--- src/rtl/trng_pkg.sv ---
package trng_pkg;
  localparam logic [1:0] CMD_NOP  = 2'd0;
  localparam logic [1:0] CMD_RAND = 2'd1;
  localparam logic [1:0] CMD_SEED = 2'd2;

  localparam logic [7:0] OFF_CTRL  = 8'h00;
  localparam logic [7:0] OFF_STAT  = 8'h04;
  localparam logic [7:0] OFF_MODE  = 8'h08;
  localparam logic [7:0] OFF_IE    = 8'h10;
  localparam logic [7:0] OFF_FLAG  = 8'h14;
  localparam logic [7:0] OFF_WORD0 = 8'h20;
  localparam logic [7:0] OFF_AUTO  = 8'h60;
  localparam logic [7:0] OFF_VER   = 8'hF0;
  localparam logic [31:0] VERSION_CODE = 32'h0000_46BC;

  typedef enum logic [1:0] {S_IDLE, S_GEN, S_SEED} seq_state_e;
endpackage

--- src/rtl/trng_seq.sv ---
module trng_seq
  import trng_pkg::*;
#(
  parameter int GEN_LONG    = 1024,
  parameter int SEED_CYCLES = 64,
  parameter int REQ_W       = 16
) (
  input  logic             clk_i,
  input  logic             rst_ni,
  input  logic             cmd_wr_i,
  input  logic [1:0]       cmd_i,
  input  logic             mode_long_i,
  input  logic [REQ_W-1:0] auto_n_i,
  input  logic             cnt_clr_i,
  output logic             gen_busy_o,
  output logic             seed_busy_o,
  output logic             seeded_o,
  output logic             mode_long_o,
  output logic             gen_done_o,
  output logic             seed_done_o
);
  localparam int CNT_W = $clog2(GEN_LONG > SEED_CYCLES ? GEN_LONG : SEED_CYCLES);
  localparam logic [CNT_W-1:0] LONG_LAST  = CNT_W'(GEN_LONG - 1);
  localparam logic [CNT_W-1:0] SHORT_LAST = CNT_W'(GEN_LONG / 2 - 1);
  localparam logic [CNT_W-1:0] SEED_LAST  = CNT_W'(SEED_CYCLES - 1);

  seq_state_e       state_q;
  logic [CNT_W-1:0] cnt_q;
  logic [1:0]       pend_q;
  logic             mode_q, seeded_q;
  logic [REQ_W:0]   served_q, served_nxt;
  logic             is_nop, abort, quota_hit;

  always_comb begin
    is_nop      = (cmd_i != CMD_RAND) && (cmd_i != CMD_SEED);
    abort       = cmd_wr_i && is_nop && (state_q == S_GEN);
    gen_done_o  = (state_q == S_GEN) && !abort &&
                  (cnt_q == (mode_q ? LONG_LAST : SHORT_LAST));
    seed_done_o = (state_q == S_SEED) && (cnt_q == SEED_LAST);
    served_nxt  = served_q + (mode_q ? (REQ_W+1)'(2) : (REQ_W+1)'(1));
    quota_hit   = (auto_n_i != '0) && (served_nxt >= {1'b0, auto_n_i});
  end

  always_ff @(posedge clk_i or negedge rst_ni) begin
    if (!rst_ni) begin
      state_q  <= S_SEED;
      cnt_q    <= '0;
      pend_q   <= CMD_NOP;
      mode_q   <= 1'b0;
      seeded_q <= 1'b0;
      served_q <= '0;
    end else begin
      if (cnt_clr_i) served_q <= '0;
      unique case (state_q)
        S_IDLE: begin
          if (cmd_wr_i && !is_nop) begin
            state_q <= (cmd_i == CMD_RAND) ? S_GEN : S_SEED;
            cnt_q   <= '0;
            mode_q  <= mode_long_i;
            pend_q  <= CMD_NOP;
          end else if (cmd_wr_i) begin
            pend_q <= CMD_NOP;
          end else if (pend_q != CMD_NOP) begin
            state_q <= (pend_q == CMD_RAND) ? S_GEN : S_SEED;
            cnt_q   <= '0;
            mode_q  <= mode_long_i;
            pend_q  <= CMD_NOP;
          end
        end
        S_GEN: begin
          if (abort) begin
            state_q <= S_IDLE;
            cnt_q   <= '0;
            pend_q  <= CMD_NOP;
          end else begin
            if (cmd_wr_i) pend_q <= cmd_i;
            if (gen_done_o) begin
              cnt_q <= '0;
              if (quota_hit) begin
                state_q  <= S_SEED;
                served_q <= '0;
              end else begin
                state_q <= S_IDLE;
                if (auto_n_i != '0 && !cnt_clr_i) served_q <= served_nxt;
              end
            end else begin
              cnt_q <= cnt_q + 1'b1;
            end
          end
        end
        default: begin // S_SEED
          if (cmd_wr_i) pend_q <= is_nop ? CMD_NOP : cmd_i;
          if (seed_done_o) begin
            seeded_q <= 1'b1;
            state_q  <= S_IDLE;
            cnt_q    <= '0;
          end else begin
            cnt_q <= cnt_q + 1'b1;
          end
        end
      endcase
    end
  end

  assign gen_busy_o  = (state_q == S_GEN);
  assign seed_busy_o = (state_q == S_SEED);
  assign seeded_o    = seeded_q;
  assign mode_long_o = mode_q;

  a_r2_seeded_sticky: assert property (@(posedge clk_i) disable iff (!rst_ni)
    seeded_o |=> seeded_o);
  a_r7_rand_held: assert property (@(posedge clk_i) disable iff (!rst_ni)
    (cmd_wr_i && cmd_i == CMD_RAND && state_q != S_IDLE && !abort) |=> pend_q == CMD_RAND);
  a_r8_abort_no_done: assert property (@(posedge clk_i) disable iff (!rst_ni)
    abort |=> (!gen_busy_o && !gen_done_o));
  a_r9_quota_reseed: assert property (@(posedge clk_i) disable iff (!rst_ni)
    (gen_done_o && quota_hit) |=> (seed_busy_o && served_q == '0));
endmodule

--- src/rtl/trng_mix.sv ---
module trng_mix #(
  parameter int WORD_W  = 32,
  parameter int N_WORDS = 8
) (
  input  logic                      clk_i,
  input  logic                      rst_ni,
  input  logic                      ent_i,
  input  logic                      gen_i,
  input  logic                      seed_i,
  input  logic                      gen_done_i,
  input  logic                      mode_long_i,
  output logic [N_WORDS*WORD_W-1:0] words_o
);
  localparam int POOL_W = N_WORDS * WORD_W;

  logic [POOL_W-1:0] pool_q;
  logic [WORD_W-1:0] key_q;
  logic              fb;

  assign fb = pool_q[POOL_W-1] ^ pool_q[POOL_W-3] ^ pool_q[POOL_W-6] ^
              pool_q[POOL_W-11] ^ ent_i ^ key_q[0];

  always_ff @(posedge clk_i or negedge rst_ni) begin
    if (!rst_ni) begin
      pool_q <= POOL_W'(1);
      key_q  <= '0;
    end else begin
      if (gen_i || seed_i) pool_q <= {pool_q[POOL_W-2:0], fb};
      if (seed_i)     key_q <= {key_q[WORD_W-2:0], key_q[WORD_W-1] ^ ent_i};
      else if (gen_i) key_q <= {key_q[0], key_q[WORD_W-1:1]};
    end
  end

  for (genvar i = 0; i < N_WORDS; i++) begin : g_word
    logic [WORD_W-1:0] word_q;
    always_ff @(posedge clk_i or negedge rst_ni) begin
      if (!rst_ni) word_q <= '0;
      else if (gen_done_i)
        word_q <= (mode_long_i || i < N_WORDS / 2) ? pool_q[i*WORD_W +: WORD_W] : '0;
    end
    assign words_o[i*WORD_W +: WORD_W] = word_q;
    if (i >= N_WORDS / 2) begin : g_upper
      a_r4_upper_zero: assert property (@(posedge clk_i) disable iff (!rst_ni)
        (gen_done_i && !mode_long_i) |=> word_q == '0);
    end
  end
endmodule

--- src/rtl/trng_ctrl.sv ---
module trng_ctrl
  import trng_pkg::*;
#(
  parameter int GEN_LONG    = 1024,
  parameter int SEED_CYCLES = 64,
  parameter int REQ_W       = 16,
  parameter int N_WORDS     = 8
) (
  input  logic        clk_i,
  input  logic        rst_ni,
  input  logic        req_i,
  input  logic        we_i,
  input  logic [7:0]  addr_i,
  input  logic [31:0] wdata_i,
  output logic [31:0] rdata_o,
  input  logic        ent_i,
  output logic        irq_o
);
  localparam int WORD_W = 32;
  localparam logic [7:0] WORD_END = OFF_WORD0 + 8'(4 * N_WORDS);

  logic             wr, rd;
  logic             mode_q, ie_glbl_q;
  logic [1:0]       ie_q, flag_q;
  logic [REQ_W-1:0] auto_q;
  logic             gen_busy, seed_busy, seeded, mode_run, gen_done, seed_done;
  logic [N_WORDS*WORD_W-1:0] words;
  logic [31:0]      rmux;
  logic             unused_bits;

  assign wr = req_i && we_i;
  assign rd = req_i && !we_i;
  assign unused_bits = ^{wdata_i, addr_i[1:0]};

  trng_seq #(.GEN_LONG(GEN_LONG), .SEED_CYCLES(SEED_CYCLES), .REQ_W(REQ_W)) u_seq (
    .clk_i, .rst_ni,
    .cmd_wr_i    (wr && addr_i == OFF_CTRL),
    .cmd_i       (wdata_i[1:0]),
    .mode_long_i (mode_q),
    .auto_n_i    (auto_q),
    .cnt_clr_i   (wr && addr_i == OFF_AUTO),
    .gen_busy_o  (gen_busy),
    .seed_busy_o (seed_busy),
    .seeded_o    (seeded),
    .mode_long_o (mode_run),
    .gen_done_o  (gen_done),
    .seed_done_o (seed_done)
  );

  trng_mix #(.WORD_W(WORD_W), .N_WORDS(N_WORDS)) u_mix (
    .clk_i, .rst_ni, .ent_i,
    .gen_i       (gen_busy),
    .seed_i      (seed_busy),
    .gen_done_i  (gen_done),
    .mode_long_i (mode_run),
    .words_o     (words)
  );

  always_ff @(posedge clk_i or negedge rst_ni) begin
    if (!rst_ni) begin
      mode_q    <= 1'b0;
      ie_glbl_q <= 1'b0;
      ie_q      <= '0;
      flag_q    <= '0;
      auto_q    <= '0;
    end else begin
      if (wr && addr_i == OFF_MODE) mode_q <= wdata_i[3];
      if (wr && addr_i == OFF_IE) begin
        ie_glbl_q <= wdata_i[31];
        ie_q      <= wdata_i[1:0];
      end
      if (wr && addr_i == OFF_AUTO) auto_q <= wdata_i[REQ_W-1:0];
      // hardware set beats software clear
      flag_q <= ((wr && addr_i == OFF_FLAG) ? (flag_q & ~wdata_i[1:0]) : flag_q) |
                {seed_done, gen_done};
    end
  end

  always_comb begin
    rmux = '0;
    if (addr_i >= OFF_WORD0 && addr_i < WORD_END)
      rmux = words[32'(addr_i[7:2] - OFF_WORD0[7:2]) * WORD_W +: WORD_W];
    else
      unique case (addr_i)
        OFF_STAT: rmux = {seed_busy, gen_busy, 20'd0, seeded, 9'd0};
        OFF_MODE: rmux = {28'd0, mode_q, 3'd0};
        OFF_IE:   rmux = {ie_glbl_q, 29'd0, ie_q};
        OFF_FLAG: rmux = {30'd0, flag_q};
        OFF_AUTO: rmux = 32'(auto_q);
        OFF_VER:  rmux = VERSION_CODE;
        default:  rmux = '0;
      endcase
  end

  always_ff @(posedge clk_i or negedge rst_ni) begin
    if (!rst_ni)  rdata_o <= '0;
    else if (rd)  rdata_o <= rmux;
  end

  assign irq_o = ie_glbl_q && |(ie_q & flag_q);

  a_r5_set_wins: assert property (@(posedge clk_i) disable iff (!rst_ni)
    gen_done |=> flag_q[0]);
  a_r2_seed_flag: assert property (@(posedge clk_i) disable iff (!rst_ni)
    seed_done |=> flag_q[1]);
  a_r6_irq_gated: assert property (@(posedge clk_i) disable iff (!rst_ni)
    !ie_glbl_q |-> !irq_o);
endmodule

--- config.mk ---
export PLATFORM = sky130hd
export DESIGN_NAME = trng_ctrl
export DESIGN_NICKNAME = d
export VERILOG_FILES = /design/src/rtl/trng_pkg.sv /design/src/rtl/trng_seq.sv /design/src/rtl/trng_mix.sv /design/src/rtl/trng_ctrl.sv
export SDC_FILE = /design/constraint.sdc
export NUM_CORES = 1
export LEC_CHECK = 0
export BUFFER_PORTS_ARGS = -buffer_cell sky130_fd_sc_hd__buf_2
export CAP_MARGIN = 15
export CORE_MARGIN = 1.5
export CORE_UTILIZATION = 45
export DETAILED_ROUTE_END_ITERATION = 10
export PLACE_DENSITY = 0.66
export SETUP_SLACK_MARGIN = 0.05
export SYNTH_ARGS = -nofsm -noshare
export SYNTH_HDL_FRONTEND = slang
export SYNTH_HIERARCHICAL = 1
export SYNTH_SLANG_ARGS = --single-unit
--- constraint.sdc ---
create_clock -name clk_i -period 3.2 [get_ports clk_i]
set_input_delay 0.32 -clock clk_i [delete_from_list [all_inputs] [get_ports clk_i]]
set_output_delay 0.32 -clock clk_i [all_outputs]
set_load 0.005 [all_outputs]
==> results.json <==
{
  "grt_pass1_wl_um": 98600,
  "cts_sinks": 631,
  "status": "complete, but fails checks",
  "dp.cells": 3024,
  "tightest_slew_ns": 1.03,
  "clock_skew_ns": 0.0206,
  "critPathKind": "flip-flop to flip-flop",
  "port_buffers": 62,
  "syn-num-nets": 2276,
  "drt_pass1_iterations": 7,
  "ir_drop_mv": 0.424,
  "layoutNonFillerInstCount": 3173,
  "swShare": 0.231,
  "overflow": 0,
  "multi_input_area_um2": 10900,
  "required_ns": 3.69,
  "grt_use_met2": 0.300,
  "core_um2": 61700,
  "met3_usage": 0.0327,
  "leakage_nw": 15.2,
  "insertion_delay_ns": 0.60,
  "drive_gt1_frac": 0.308,
  "synth_area_per_cell_um2": 12.7,
  "path_clk_slew_ns": 0.06,
  "fillCellCount": 5346,
  "final_cell_mix": "dfrtp_1 (628), mux2_2 (397), o21ai_0 (194)",
  "use_met1": 0.280,
  "routed_via_density": 5.43,
  "switching_power_w": 0.00394,
  "drc": 0,
  "layout_commonest_cell": "dfrtp_1",
  "die_w_um": 253,
  "synth_edf_count": 0,
  "drv_slew": 0,
  "numCtsBuffers": 66,
  "pwr-share-comb": 0.062,
  "synth_seq_area_share": 0.562,
  "cp_data_arrival_time_ns": 3.83,
  "num_rows": 91,
  "synth_area_um2": 28100,
  "grt_pass1_vias": 17800,
  "start_util": 0.456,
  "synth-seq-cells": 631,
  "vias": 17200,
  "grt_util_all_layers": 0.194,
  "violations": "setup timing",
  "layout.nets": 2355,
  "internal_power_w": 0.0131,
  "dp_hpwl_um": 38600,
  "startpoint_type": "flip-flop",
  "min_path_type": "primary input to flip-flop",
  "cts_tree": "done",
  "cts_buffer_depth": 3,
  "critPathCaptureType": "flip-flop",
  "n_antenna_cell": 0,
  "wl_um": 60700,
  "pin_count": 78,
  "grt_antenna_before_repair": 2,
  "relSlewSlack": 0.314,
  "setup_viol": 17,
  "fp.dieH_um": 253,
  "gp_congestion": 0.863,
  "first_iter_violations": 1294,
  "htreeDepth": 3,
  "wire_per_inst_um": 19.1,
  "dieArea_um2": 64000,
  "maxCapViolations": 0,
  "synth_cell_types": 71,
  "setup-tns-final_ns": -1.87,
  "syn-instance-count": 2209,
  "post-route-period-util": 1.05,
  "grt_max_degree": 129,
  "area_growth_pct": 13.2,
  "async_flop_share": 1.00,
  "fin_ws_ns": -0.144,
  "fmax_ghz": 0.299,
  "synth_ff_type": "dfrtp_1",
  "period_needed_ns": 3.34,
  "gr-max-usage-layer": "met2",
  "root_buffer": "clkbuf_16",
  "hold_viol_final": 0,
  "seqPwrFrac": 0.484,
  "rsz0062_at_grt": "true",
  "yosysWarningCount": 6,
  "p_clk_frac": 0.454,
  "power.total_w": 0.0171,
  "crit_fanout": 6,
  "seq_area_um2": 15800,
  "p_per_area_nw_per_um2": 537,
  "ant_nets": 0
}
[state kept, by name, indices dropped and copies added (netlist names)]
register / count
flag_q: 2
ie_glbl_q: 1
u_mix/g_word.word_q: 256
u_seq/pend_q: 2
u_seq/cnt_q: 10
mode_q: 1
u_seq/mode_long_o: 1
u_seq/seeded_o: 1
auto_q: 16
u_seq/state_q: 2
u_seq/served_q: 17
rdata_o: 32
u_mix/key_q: 32
u_mix/pool_q: 256
ie_q: 2
[through the flow]
| stage | hold WS (ns) | cell area (µm²) | worst slack (ns) | util |
|---|---|---|---|---|
| 5_1_grt | 0.0554 | 31800 | -0.293 | 0.516 |
| 6_report | 0.0685 | 31800 | -0.144 | 0.516 |
| 3_5_place_dp | 0.424 | 29200 | -0.118 | 0.473 |
| 3_3_place_gp | 0.410 | 29200 | -0.106 | 0.473 |
| 4_1_cts | 0.0298 | 31600 | -0.101 | 0.512 |
| 2_1_floorplan | 0.0244 | 28100 | -0.0345 | - |
[cell type report]
| type | count | share of cell area |
|---|---|---|
| clock buffers | 94 | 0.0609 |
| clock inverters | 22 | 0.00837 |
| inverters | 159 | 0.0188 |
| multi-input cells | 1277 | 0.343 |
| flip-flops and latches | 631 | 0.496 |
| well taps | 837 | 0.0329 |
| repair buffers | 153 | 0.0400 |
[logic make-up after synthesis]
| kind of cell | after synthesis | share of synthesized area |
|---|---|---|
| flops | 631 | 0.562 |
| mux | 546 | 0.231 |
| simple gates | 370 | 0.0678 |
| compound gates | 317 | 0.0660 |
| buf+inv | 301 | 0.0557 |
| xor+xnor | 22 | 0.00734 |
| fa+ha+maj | 22 | 0.0101 |
[what timing repair did]
action | CTS | global route
hold buffers | 16 | 0
resized for setup | 4 | 26
pin swaps | 8 | 19
gates cloned | 0 | 1
endpoints found under the hold margin | 97 | 0
setup endpoints to repair | 17 | 72
buffers inserted | 3 | 13
[cells in the mapped netlist (all sizes together), types with 3 or more instances]
library cell / number / share of area
nand3: 154 / 0.028
a211oi: 13 / 0.0035
a31oi: 11 / 0.0024
nor3b: 4 / 0.0011
nand4: 12 / 0.0027
nor4: 10 / 0.0028
nor2b: 7 / 0.0016
xnor2: 16 / 0.0050
a32oi: 4 / 0.0012
nor4b: 3 / 0.0012
a22o: 11 / 0.0036
clkbuf: 46 / 0.0061
nor2: 35 / 0.0049
a221o: 6 / 0.0021
nor3: 16 / 0.0030
and2: 8 / 0.0018
and4: 3 / 0.00093
xor2: 5 / 0.0016
mux2: 419 / 0.17
inv: 159 / 0.021
mux4: 40 / 0.033
a21oi: 31 / 0.0055
nand2b: 5 / 0.0011
o211ai: 3 / 0.00080
buf: 96 / 0.028
and3: 15 / 0.0033
mux2i: 87 / 0.031
o21ai: 199 / 0.035
nand2: 85 / 0.011
a211o: 4 / 0.0012
ha: 21 / 0.0093
a21o: 9 / 0.0026
a22oi: 14 / 0.0037
dfrtp: 629 / 0.56
[critical path, cell delays in order, from the launching register on]
cell and delay (ns):
dfrtp_4 0.49, inv_4 0.06, ha_4 0.12, fa_2 0.23
nand3_4 0.07, or4_4 0.53, buf_6 0.14, xnor2_1 0.11
ha_1 0.29, and4_1 0.21, nand2_2 0.07, o311a_1 0.36
o211a_4 0.17, buf_6 0.14, a31o_4 0.22
[power by group through the flow]
stage / logic, W / registers, W / clock network, W
finish: 0.00105 / 0.00826 / 0.00776
global route: 0.00116 / 0.00828 / 0.00829
CTS: 0.000960 / 0.00826 / 0.00798
detailed placement: 0.000910 / 0.00841 / 0
global placement: 0.000892 / 0.00840 / 0
floorplan: 0.000536 / 0.00835 / 0
[routing by layer]
metal,part of all wire,vias to the layer above
li1,-,7959
met1,0.47,8808
met2,0.46,363
met3,0.045,103
met4,0.024,0
met5,0,-
[path summary, 6_finish.rpt]
kind	startpoint	to	slack [ns]	cells after the start
max	u_seq/mode_long_o	u_seq/served_q[15]	-0.14	14
min reg2reg	u_seq/seeded_o	u_seq/seeded_o	0.49	1
min	ent_i	u_mix/key_q[0]	0.07	4
max in group asynchronous	rst_ni	u_mix/g_word[2].word_q[2]	1.83	3
max reg2reg	u_seq/mode_long_o	u_seq/served_q[15]	-0.14	14
min in group asynchronous	rst_ni	u_mix/key_q[8]	0.34	2
Power figures use the tool's default switching activity.
